$ cat src/rtl/wli_pkg.sv
`timescale 1ns/1ps
package wli_pkg;
   typedef enum logic {
      DECIM_EVEN      = 1'b0,
      DECIM_ALTERNATE = 1'b1
   } decim_mode_e;

   function automatic bit is_pow2(input int v);
      return (v > 0) && ((v & (v - 1)) == 0);
   endfunction
endpackage

$ cat src/rtl/wli_fast_sreg.sv
`timescale 1ns/1ps
// Beat-rate shift register: advances one full word per accepted beat.
module wli_fast_sreg #(
   parameter int WW    = 64,
   parameter int DEPTH = 2
) (
   input  logic                clk,
   input  logic                rst,
   input  logic                shift_en,
   input  logic [WW-1:0]       din,
   output logic [DEPTH*WW-1:0] taps   // word 0 (oldest) in the low bits
);
   logic [WW-1:0] q [DEPTH];

   always_ff @(posedge clk) begin
      if (rst) begin
         for (int i = 0; i < DEPTH; i++) q[i] <= '0;
      end else if (shift_en) begin
         for (int i = 0; i < DEPTH - 1; i++) q[i] <= q[i+1];
         q[DEPTH-1] <= din;
      end
   end

   for (genvar g = 0; g < DEPTH; g++) begin : g_tap
      assign taps[g*WW +: WW] = q[g];
   end

   // the newest word tracks the beat that was accepted one edge earlier
   p_newest_loaded_r3: assert property (@(posedge clk) disable iff (rst)
      shift_en |=> (taps[(DEPTH-1)*WW +: WW] == $past(din)));
endmodule

$ cat src/rtl/wli_decim.sv
`timescale 1ns/1ps
// Keeps one of every two samples of a gathered pair of beats.
module wli_decim #(
   parameter int LANES = 4,
   parameter int SW    = 16
) (
   input  logic [2*LANES*SW-1:0] pair,   // 2*LANES samples, sample 0 lowest
   input  logic                  odd_sel,
   output logic [LANES*SW-1:0]   word
);
   for (genvar j = 0; j < LANES; j++) begin : g_lane
      assign word[j*SW +: SW] = odd_sel ? pair[(2*j+1)*SW +: SW]
                                        : pair[(2*j)*SW +: SW];
   end
endmodule

$ cat src/rtl/wli_slow_sreg.sv
`timescale 1ns/1ps
// Transfer-rate shift register: one word per transfer, tail feeds the output.
module wli_slow_sreg #(
   parameter int WW    = 64,
   parameter int DEPTH = 4
) (
   input  logic          clk,
   input  logic          rst,
   input  logic          shift_en,
   input  logic [WW-1:0] din,
   output logic [WW-1:0] tail
);
   logic [WW-1:0] q [DEPTH];

   always_ff @(posedge clk) begin
      if (rst) begin
         for (int i = 0; i < DEPTH; i++) q[i] <= '0;
      end else if (shift_en) begin
         q[0] <= din;
         for (int i = 1; i < DEPTH; i++) q[i] <= q[i-1];
      end
   end

   assign tail = q[DEPTH-1];

   p_tail_hold_r8: assert property (@(posedge clk) disable iff (rst)
      !shift_en |=> $stable(tail));
endmodule

$ cat src/rtl/wli_ctrl.sv
`timescale 1ns/1ps
// Per-level control: pairs beats, times transfers, tracks fill and parity.
module wli_ctrl import wli_pkg::*; #(
   parameter int          SLOW_WORDS = 4,
   parameter decim_mode_e MODE       = DECIM_EVEN
) (
   input  logic clk,
   input  logic rst,
   input  logic in_valid,
   output logic xfer_en,
   output logic odd_sel,
   output logic filled
);
   localparam int CW = $clog2(SLOW_WORDS + 1);
   localparam logic [CW-1:0] FULL = CW'(SLOW_WORDS);

   logic          beat_ph;
   logic [CW-1:0] fill_cnt;

   always_ff @(posedge clk) begin
      if (rst) begin
         beat_ph  <= 1'b0;
         xfer_en  <= 1'b0;
         fill_cnt <= '0;
      end else begin
         xfer_en <= in_valid & beat_ph;
         if (in_valid) beat_ph <= ~beat_ph;
         if (xfer_en && fill_cnt != FULL) fill_cnt <= fill_cnt + 1'b1;
      end
   end

   assign filled = (fill_cnt == FULL);

   if (MODE == DECIM_ALTERNATE) begin : g_alt
      logic par;
      always_ff @(posedge clk) begin
         if (rst)          par <= 1'b0;
         else if (xfer_en) par <= ~par;
      end
      assign odd_sel = par;
   end else begin : g_even
      assign odd_sel = 1'b0;
   end

   p_xfer_spacing_r3: assert property (@(posedge clk) disable iff (rst)
      xfer_en |=> !xfer_en);
   p_xfer_needs_beat_r3: assert property (@(posedge clk) disable iff (rst)
      xfer_en |-> $past(in_valid));
   p_fill_sticky_r2: assert property (@(posedge clk) disable iff (rst)
      filled |=> filled);
endmodule

$ cat src/rtl/wpt_level_interleaver.sv
`timescale 1ns/1ps
module wpt_level_interleaver import wli_pkg::*; #(
   parameter int          LANES = 4,
   parameter int          SW    = 16,
   parameter int          LEVEL = 2,
   parameter decim_mode_e MODE  = DECIM_EVEN
) (
   input  logic                clk,
   input  logic                rst,
   input  logic                in_valid,
   input  logic [LANES*SW-1:0] in_data,
   output logic                out_valid,
   output logic [LANES*SW-1:0] out_data,
   output logic                out_rep
);
   localparam int WORD_W     = LANES * SW;
   localparam int FAST_WORDS = 2;
   localparam int SLOW_WORDS = 1 << LEVEL;

   if (!is_pow2(LANES) || LANES < 2) begin : g_bad_lanes
      $error("LANES must be a power of two, at least 2");
   end
   if (SW < 1) begin : g_bad_width
      $error("SW must be positive");
   end
   if (LEVEL < 1 || LEVEL > 10) begin : g_bad_level
      $error("LEVEL must lie in 1..10");
   end

   logic [FAST_WORDS*WORD_W-1:0] fast_taps;
   logic [WORD_W-1:0]            dec_word;
   logic [WORD_W-1:0]            slow_tail;
   logic                         xfer_en, odd_sel, filled;

   wli_ctrl #(.SLOW_WORDS(SLOW_WORDS), .MODE(MODE)) u_ctrl (
      .clk(clk), .rst(rst), .in_valid(in_valid),
      .xfer_en(xfer_en), .odd_sel(odd_sel), .filled(filled));

   wli_fast_sreg #(.WW(WORD_W), .DEPTH(FAST_WORDS)) u_fast (
      .clk(clk), .rst(rst), .shift_en(in_valid), .din(in_data),
      .taps(fast_taps));

   wli_decim #(.LANES(LANES), .SW(SW)) u_decim (
      .pair(fast_taps), .odd_sel(odd_sel), .word(dec_word));

   wli_slow_sreg #(.WW(WORD_W), .DEPTH(SLOW_WORDS)) u_slow (
      .clk(clk), .rst(rst), .shift_en(xfer_en), .din(dec_word),
      .tail(slow_tail));

   always_ff @(posedge clk) begin
      if (rst)          out_rep <= 1'b0;
      else if (xfer_en) out_rep <= 1'b0;
      else if (filled)  out_rep <= ~out_rep;
   end

   assign out_valid = filled;
   assign out_data  = filled ? slow_tail : '0;

   p_valid_on_xfer_r2: assert property (@(posedge clk) disable iff (rst)
      $rose(out_valid) |-> $past(xfer_en));
   p_rep_zero_invalid_r7: assert property (@(posedge clk) disable iff (rst)
      !out_valid |=> !out_rep);
endmodule

$ cat config.mk
export PLATFORM = sky130hd
export DESIGN_NAME = wpt_level_interleaver
export DESIGN_NICKNAME = d
export VERILOG_FILES = /design/src/rtl/wli_pkg.sv /design/src/rtl/wli_fast_sreg.sv /design/src/rtl/wli_decim.sv /design/src/rtl/wli_slow_sreg.sv /design/src/rtl/wli_ctrl.sv /design/src/rtl/wpt_level_interleaver.sv
export SDC_FILE = /design/constraint.sdc
export NUM_CORES = 1
export LEC_CHECK = 0
export BUFFER_PORTS_ARGS = -buffer_cell sky130_fd_sc_hd__buf_4
export CORE_MARGIN = 10
export CORE_UTILIZATION = 65
export CTS_BUF_LIST = sky130_fd_sc_hd__clkbuf_8
export DETAILED_ROUTE_END_ITERATION = 7
export HOLD_SLACK_MARGIN = 0.08
export PLACE_DENSITY = 0.93
export SYNTH_ARGS = -nofsm -noshare
export SYNTH_HDL_FRONTEND = slang
export SYNTH_SLANG_ARGS = --single-unit
export TNS_END_PERCENT = 100
$ cat constraint.sdc
create_clock -name clk -period 7 [get_ports clk]
set_input_delay 0 -clock clk [delete_from_list [all_inputs] [get_ports clk]]
set_output_delay 0 -clock clk [all_outputs]
set_load 0.01 [all_outputs]
## Yosys cells after proc, flatten, opt, wreduce, memory -nomap -nowiden

Memory sizes are Yosys's and may differ from the RTL's.
Cells that the tools add are included.

| word-level totals | value |
|---|---|
| register bits after elaboration | 6 |
| latch bits | 0 |
| RAM bits | 384 |
| ROM bits | 0 |
| bits of input ports | 67 |
| output and inout bits | 66 |
| logic and storage cells | 35 |
| memories | 2 |

Memory list:

| memory | depth | width | rd ports | clocked after Yosys merged registers in | wr ports | line | text |
|---|---|---|---|---|---|---|---|
| u_slow.q | 4 | 64 | 4 | 0 | 4 | wli_slow_sreg.sv:13 | `logic [WW-1:0] q [DEPTH];` |
| u_fast.q | 2 | 64 | 2 | 0 | 2 | wli_fast_sreg.sv:13 | `logic [WW-1:0] q [DEPTH];` |

| cells by class | value |
|---|---|
| $add $sub $neg | 1 |
| multiply operators | 0 |
| div/mod/pow operators | 0 |
| order comparisons | 0 |
| eq/ne operators | 2 |
| shifts and indexed selects | 0 |
| multiplexer cells | 15 |
| bitwise gates (word level) | 9 |
| reductions and logical operators | 2 |

Operators with widths:

| operator | number |
|---|---|
| $mux 64 | 7 |
| $mux 1 | 8 |
| $or 1x1->1 | 6 |
| $add 3x1->3 const B | 1 |
| $eq 3x3->1 const B | 1 |
| $ne 3x3->1 const B | 1 |
| $not 1->1 | 2 |
| $reduce_or 2->1 | 1 |
| $and 1x1->1 | 1 |
| $logic_and 1x1->1 | 1 |

## Logic depth before layout (Yosys ltp)

Gate-level depths: netlist (run 1).

| depth | value |
|---|---|
| depth after elaboration | 4 |
| gate-level depth with buffers | 5 |
| depth with buffers taken out | 4 |

## By module

From an unflattened synthesis (run 1), not the netlist that was laid out.

| unflattened totals | value |
|---|---|
| cell total of the unflattened synthesis | 1025 |
| area, all modules | 17274.1 µm² |

Modules (own cells, without submodules):

| module | times used | cells an instance | area an instance (µm²) |
|---|---|---|---|
| wli_slow_sreg | 1 | 569 | 10211.0 |
| wli_fast_sreg | 1 | 285 | 5256.3 |
| wli_decim | 1 | 71 | 1077.3 |
| wpt_level_interleaver | 1 | 74 | 475.5 |
| wli_ctrl | 1 | 26 | 254.0 |

## Least setup slack after synthesis (run 1)

No wires, ideal clock.

| timing path | value |
|---|---|
| kind | reg2reg |
| start | reg u_ctrl.xfer_en |
| end | mem u_slow.q[0][0], enable pin |
| setup time | 511 ps |
| arrival time | 3457 ps |
| data required time | 6489 ps |
| setup slack | 3032 ps |
| cell stages (with the launch flop) | 2 |
| path buffers | 0 |
| clock period less this slack | 3968 ps |
| path through | dfxtp_1 or2_2 |

RTL lines:

| item | line | text |
|---|---|---|
| start, declared | wli_ctrl.sv:10 | `output logic xfer_en,` |
| start signal, assigned | wli_ctrl.sv:26 | `xfer_en <= in_valid & beat_ph;` |
| end, declared | wli_slow_sreg.sv:13 |  |

## Final worst setup path (run 1)

| timing path | value |
|---|---|
| start | reg u_ctrl.fill_cnt[0] |
| end | out out_data[49] |

| between the ends | value |
|---|---|
| longest elaborated chain between the ends | 2 |

Ends and longest elaborated chain:

| item | line | text |
|---|---|---|
| start, declared | wli_ctrl.sv:18 | `logic [CW-1:0] fill_cnt;` |
| start signal, assigned | wli_ctrl.sv:28 | `if (xfer_en && fill_cnt != FULL) fill_cnt <= fill_cnt + 1'b1;` |
| $eq 3x3->1 | wli_ctrl.sv:32 | `assign filled = (fill_cnt == FULL);` |
| $mux 64 | wpt_level_interleaver.sv:57 | `assign out_data = filled ? slow_tail : '0;` |
| end, declared | wpt_level_interleaver.sv:13 | `output logic [LANES*SW-1:0] out_data,` |

No other way between the ends.

==> results.py, run 1 <==
metrics = {
    "worst_setup_path": {
        "cp-end-kind": "output pin",
        "critPathMaxFanout": 69,
        "r2r_end": "u_slow.q[0][11]$_SDFFCE_PN0P_",
        "path_class": "reg -> out",
        "startpoint_type": "flip-flop",
        "cpMaxStageDelayCell": "ha_2",
        "rrSetupSlack_ns": 4.79,
        "r2r_start": "u_ctrl.xfer_en$_SDFF_PP0_",
        "required_ns": 7.00,
        "cp_cell_sequence": "inv_1 > ha_2 > and3_1 > buf_4",
        "crit_arrival_ns": 2.28,
        "critPathMaxStageDelay_ns": 0.84,
        "worst-r2r-cell-count": 2,
    },
    "logic_synthesis": {
        "ys_ff_latch": 326,
        "avgSynthCellArea_um2": 16.0,
        "synthCells": 785,
        "synth-seq-area-share": 0.774,
        "synth_fp_nets": 854,
        "ys_types": 26,
        "yosysWarningCount": 0,
        "synth_area_um2": 12600,
    },
    "drt": {
        "first_pass_iters": 5,
        "dr_total_vias": 6119,
        "drt-total-wl_mm": 20.2,
        "route.detailed.drc": 0,
        "wire_per_inst_um": 16.6,
        "drtAntennaViolNets": 0,
        "dr.first_iter.drc_count": 505,
        "viasPerCell": 5.03,
    },
    "grt": {
        "grt_pass1_vias": 6245,
        "grt_max_degree": 158,
        "grt_overflow_total": 0,
        "antenna_found_initial": 0,
        "grtUsageTotal": 0.159,
        "grt_pass1_wl_mm": 32.8,
    },
    "clocking": {
        "clock_path_buffers": 3,
        "clk_latency_ns": 0.55,
        "cts_tree": "done",
        "cts_resized": 0,
        "clk_pin_slew_ns": 0.06,
        "cts_max_level": 2,
        "cts_setup_buffers": 0,
        "numClockSinks": 326,
        "cts_buffers": 46,
        "cts-root-buf": "clkbuf_8",
    },
    "finish": {
        "n_antenna_cell": 0,
        "drive_gt1_frac": 0.180,
        "final_area_um2": 14700,
        "final_nets": 992,
        "area.growth.synth_to_final_pct": 17.3,
        "nFillCells": 962,
        "fin_cells": 1217,
        "regArea_um2": 9730,
        "multiInputGateArea_um2": 2590,
    },
    "timing": {
        "totalNegativeSetupSlack_ns": 0,
        "period_share": 0.325,
        "setup_viol": 0,
        "fin_crit_ns": 2.28,
        "relSlewSlack": 0.304,
        "finalClockSkew_ns": 0.0288,
        "worstMarginPinSlew_ns": 1.04,
        "hold_viol_final": 0,
        "rsz0062_at_grt": "no",
        "final_max_slew_viol_count": 0,
        "holdWs_ns": 0.281,
        "max_freq_ghz": 0.439,
    },
    "worst_hold_path": {
        "hold_path.class": "in -> reg",
        "holdPathStages": 3,
        "whs_endpoint": "u_fast.q[0][70]$_SDFFCE_PN0P_",
        "min-delay-start": "in_data[6]",
    },
    "place": {
        "post-dp-hpwl_mm": 11.5,
        "port_buffers": 100,
        "place_area_um2": 13500,
        "dp_cells": 1101,
        "gp_congestion": 0.715,
    },
    "floorplanning": {
        "die_w_um": 159,
        "core-area_um2": 18900,
        "dieArea_um2": 25300,
        "die_h_um": 159,
        "initial_core_util": 0.665,
        "pin_count": 133,
        "rows": 50,
    },
    "pwr": {
        "ir_drop_mv": 0.136,
        "power.leakage_nw": 6.03,
        "finalPower_mw": 3.91,
        "powerDensity_nw_per_um2": 265,
    },
    "flow_run": {
        "max-cap-violations": 0,
    },
    "run_status": {
        "status": "finished, final reports clean",
    },
}
[layout make-up]
cell class              count  area share
repair buffers            140      0.0771
flip-flops and latches    326       0.660
clock inverters            32      0.0175
inverters                   2    0.000509
multi-input cells         407       0.176
well taps                 260      0.0221
clock buffers              50      0.0467
[critical path, delay by kind of cell (launching register included)]
family	cells	cell delay [ns]
DFF	1	0.35
buffers and inverters	2	0.22
adders and majority gates	1	0.84
and+or+nand+nor	1	0.29
[power by group]
group	switching, mW	internal, mW	total, mW
registers	0.0322	2.25	2.29
clock network	0.663	0.841	1.50
logic	0.0719	0.0438	0.116
[registers in the layout, summed over array words and instances (netlist names)]
register         cells
u_fast.q            64
u_ctrl.xfer_en       1
u_slow.q           256
out_rep              1
u_ctrl.beat_ph       1
u_ctrl.fill_cnt      3
[through the flow]
| step | setup slack, ns | utilization |
|---|---|---|
| after floorplan | 3.03 | - |
| after global placement | 4.94 | 0.712 |
| after detailed placement | 4.89 | 0.712 |
| after CTS | 4.71 | 0.780 |
| after global routing | 4.59 | 0.780 |
| final | 4.72 | 0.780 |
[cells in the mapped netlist (all sizes together)]
cell | instances | area (um2)
and2 | 322 | 2010
edfxtp | 320 | 9610
and3 | 64 | 400
clkbuf | 44 | 205
buf | 6 | 43.8
dfxtp | 6 | 120
nor2b | 3 | 28.8
a21oi | 2 | 10.0
ha | 2 | 25.0
inv | 2 | 7.51
nand2b | 2 | 12.5
nor2 | 2 | 7.51
or2 | 2 | 12.5
a21bo | 1 | 10.0
a21boi | 1 | 7.51
and4b | 1 | 10.0
mux2 | 1 | 11.3
mux2i | 1 | 10.0
nand3b | 1 | 7.51
nor3 | 1 | 5.00
xnor2 | 1 | 8.76
[per-layer routing]
metal  vias up  wire [um]  global-route usage
met2       204       9890               0.255
met3        50       1230              0.0400
met4         0        634              0.0720
li1       3010          -                   -
met5         -          0                   0
met1      2855       8440               0.202
[layout by cell type (no fill, tap or decap)]
master           n
and2_1         322
or2_4            1
xnor2_1          1
or2_2            1
nand3b_1         1
inv_1           15
clkinvlp_4       1
a21bo_2          1
clkbuf_8        50
and3_1          64
a21boi_0         1
nand2b_1         2
nor3_1           1
dfxtp_1          5
mux2i_1          1
nor2_1           2
bufinv_16        5
buf_4          106
ha_2             1
mux2_2           1
ha_1             1
and4b_1          1
dfxtp_2          1
clkinv_2         2
clkinv_1        11
nor2b_1          1
edfxtp_1       320
a21oi_1          2
nor2b_4          2
dlygate4sd3_1   34
[how the worst max path moves through the flow]
| stage | start | to | slack, ns | cells after the start |
|---|---|---|---|---|
| 2_1_floorplan | u_ctrl.xfer_en$_SDFF_PP0_ | u_slow.q[0][0]$_SDFFCE_PN0P_ | 3.03 | 1 |
| 3_3_place_gp | u_ctrl.xfer_en$_SDFF_PP0_ | u_slow.q[0][44]$_SDFFCE_PN0P_ | 4.94 | 2 |
| 3_5_place_dp | u_ctrl.xfer_en$_SDFF_PP0_ | u_slow.q[2][12]$_SDFFCE_PN0P_ | 4.89 | 2 |
| 4_1_cts | u_ctrl.fill_cnt[0]$_SDFFE_PP0P_ | out_data[62] | 4.71 | 4 |
| 5_1_grt | u_ctrl.fill_cnt[1]$_SDFFE_PP0P_ | out_data[63] | 4.59 | 4 |
| 6_report | u_ctrl.fill_cnt[0]$_SDFFE_PP0P_ | out_data[49] | 4.72 | 4 |
[cell families after synthesis]
family / after synthesis / share of synthesized area
and+or+nand+nor: 398 / 0.199
DFF: 326 / 0.774
buffers and inverters: 52 / 0.0204
AOI/OAI and AO/OA: 4 / 0.00219
muxes: 2 / 0.00169
adders and majority gates: 2 / 0.00199
xor gates and xnor gates: 1 / 0.000697
[repair_timing]
action / 4_1_cts / 5_1_grt
endpoints found under the setup margin: 0 / 0
endpoints found under the hold margin: 36 / 0
hold buffers: 34 / 0
Power figures use the tool's default switching activity.
==> inputs of run 2 (changes only) <==
Settings changed: CORE_UTILIZATION 65 to 55, PLACE_DENSITY 0.93 to 0.84.
Clock period 7 ns to 2 ns, I/O delays scaled along.
==> run 2 against run 1 <==
- hold slack lost 0.0015 ns
- clock-buffer cell count is 2 lower
- first-iteration DRC count is 30% lower
- non-clock buffer count up 11
- worst setup slack lost 4.5 ns
- utilization is 12 points lower
- clock power rose to 3.0 times the previous value
- register-to-register slack lost 4.4 ns
- highest routed layer unchanged
==> results.py, run 2 (synthesis gave the netlist of run 1 again) <==
metrics = {
    "run_status": {
        "status": "finished, final reports clean",
    },
    "finish": {
        "largestRegisters": "u_slow.q (256), u_fast.q (64), u_ctrl.fill_cnt (3)",
        "largest_reg_flops": 256,
        "final_common_cell": "and2_1",
        "area.growth.synth_to_final_pct": 18.0,
        "largest-register": "u_slow.q",
        "post-route-util": 0.657,
        "layout_common_cells": "and2_1, edfxtp_1, buf_4",
        "drive_gt1_frac": 0.184,
        "final_nets": 1003,
    },
    "place": {
        "gp_congestion": 0.720,
        "pre_cts_slack_ns": 0.443,
        "post-dp-hpwl_mm": 11.0,
        "port_buffers": 100,
    },
    "timing": {
        "hold_viol_final": 0,
        "rsz0062_at_grt": "no",
        "fin_crit_ns": 1.81,
        "setup_viol": 0,
        "relSlewSlack": 0.455,
        "worstMarginPinSlew_ns": 0.818,
        "holdWs_ns": 0.280,
        "finalClockSkew_ns": 0.0131,
        "final_max_slew_viol_count": 0,
        "period_share": 0.906,
        "fin_ws_ns": 0.187,
        "max_freq_ghz": 0.552,
    },
    "floorplanning": {
        "die_w_um": 171,
        "initial_core_util": 0.557,
        "dieArea_um2": 29300,
        "die_h_um": 171,
        "core-area_um2": 22600,
        "rows": 55,
        "pin_count": 133,
    },
    "clocking": {
        "clock_path_buffers": 3,
        "cts_tree": "done",
        "cts-root-buf": "clkbuf_8",
        "numClockSinks": 326,
        "clk_pin_slew_ns": 0.06,
        "cts_setup_buffers": 0,
        "cts_max_level": 2,
        "cts_buffers": 46,
        "clk_latency_ns": 0.53,
    },
    "drt": {
        "route.detailed.drc": 0,
        "wl_met1_mm": 7.86,
        "routed.top_layer": "met4",
        "dr_total_vias": 6001,
        "dr.first_iter.drc_count": 353,
        "wire_per_inst_um": 14.3,
        "met2_length_mm": 8.63,
        "viasPerCell": 4.78,
        "wl_met3_mm": 1.12,
        "drt-total-wl_mm": 18.0,
        "drtAntennaViolNets": 0,
        "first_pass_iters": 5,
    },
    "pwr": {
        "power.leakage_nw": 6.08,
        "powerDensity_nw_per_um2": 868,
        "ir_drop_mv": 0.494,
    },
    "worst_setup_path": {
        "cp-end-kind": "output pin",
        "critPathMaxStageDelay_ns": 0.33,
        "path_class": "reg -> out",
        "cpMaxStageDelayCell": "dfxtp_1",
        "required_ns": 2.00,
        "startpoint_type": "flip-flop",
        "cp_cell_sequence": "inv_1 > ha_2 > buf_6 > and3_1 > buf_4",
        "crit_arrival_ns": 1.81,
        "critPathMaxFanout": 68,
    },
    "grt": {
        "grt_pass1_wl_mm": 28.7,
        "grt_pass1_vias": 5838,
        "grt_max_degree": 69,
        "antenna_found_initial": 1,
        "grtUsageTotal": 0.121,
        "grt_overflow_total": 0,
    },
    "flow_run": {
        "max-cap-violations": 0,
    },
    "worst_hold_path": {
        "hold_path.class": "in -> reg",
    },
}
==> run 2: cell types whose count changed in the layout (fill, tap and decap cells not counted), sizes merged, moves of 2 or more <==
cell,before,now
buf,106,116
inv,15,22
bufinv,5,0
clkinv,13,16
clkbuf,50,48
==> run 2: final cells by class <==
type	instances	area [um2]
fillers	1486	7750
inverters	2	7.51
repair buffers	151	1330
clock buffers	48	661
multi-input cells	407	2590
flip-flops and latches	326	9730
clock inverters	36	149
diodes	1	2.50
well taps	285	357
==> run 2: critical path: cells and delay by family, from the launching register on <==
| kind | cells | cell delay, ns |
|---|---|---|
| buffers and inverters | 3 | 0.53 |
| DFF | 1 | 0.33 |
| and+or+nand+nor | 1 | 0.24 |
| adders and majority gates | 1 | 0.17 |
==> run 2: metrics by stage <==
step	power, mW	setup TNS, ns	cells	instance area (um2)
floorplan	8.34	-166.26	785	12600
global placement	8.48	0	1136	13700
detailed placement	8.51	0	1136	13700
CTS	13.0	0	1255	14800
global route	13.4	0	1256	14800
finish	12.9	0	1256	14800
==> run 2: final timing paths <==
path                                   start                             end  slack, ns  depth (start not counted)
max          u_ctrl.fill_cnt[0]$_SDFFE_PP0P_                    out_data[52]       0.19                          5
min                              in_data[42]  u_fast.q[0][106]$_SDFFCE_PN0P_       0.28                          3
max reg2reg        u_ctrl.xfer_en$_SDFF_PP0_   u_slow.q[0][24]$_SDFFCE_PN0P_       0.44                          3
min reg2reg    u_slow.q[2][49]$_SDFFCE_PN0P_   u_slow.q[3][49]$_SDFFCE_PN0P_       0.50                          1
==> run 2: routing by layer <==
| layer | vias up | track usage |
|---|---|---|
| li1 | 3040 | - |
| met1 | 2769 | 0.156 |
| met2 | 162 | 0.194 |
| met3 | 30 | 0.0329 |
| met4 | 0 | 0.0454 |
| met5 | - | 0 |
==> run 2: power by group <==
group	leakage, nW	total, mW	internal (mW)	switching [mW]
clock	0.482	4.45	2.23	2.22
sequential	3.41	7.98	7.89	0.0935
combinational	2.18	0.436	0.183	0.253
total	6.08	12.9	10.3	2.56
==> run 2: what timing repair did <==
| item | CTS | global route |
|---|---|---|
| resized for setup | 0 | 1 |
| endpoints found under the setup margin | 0 | 64 |
| hold buffers | 35 | 0 |
| endpoints found under the hold margin | 36 | 0 |
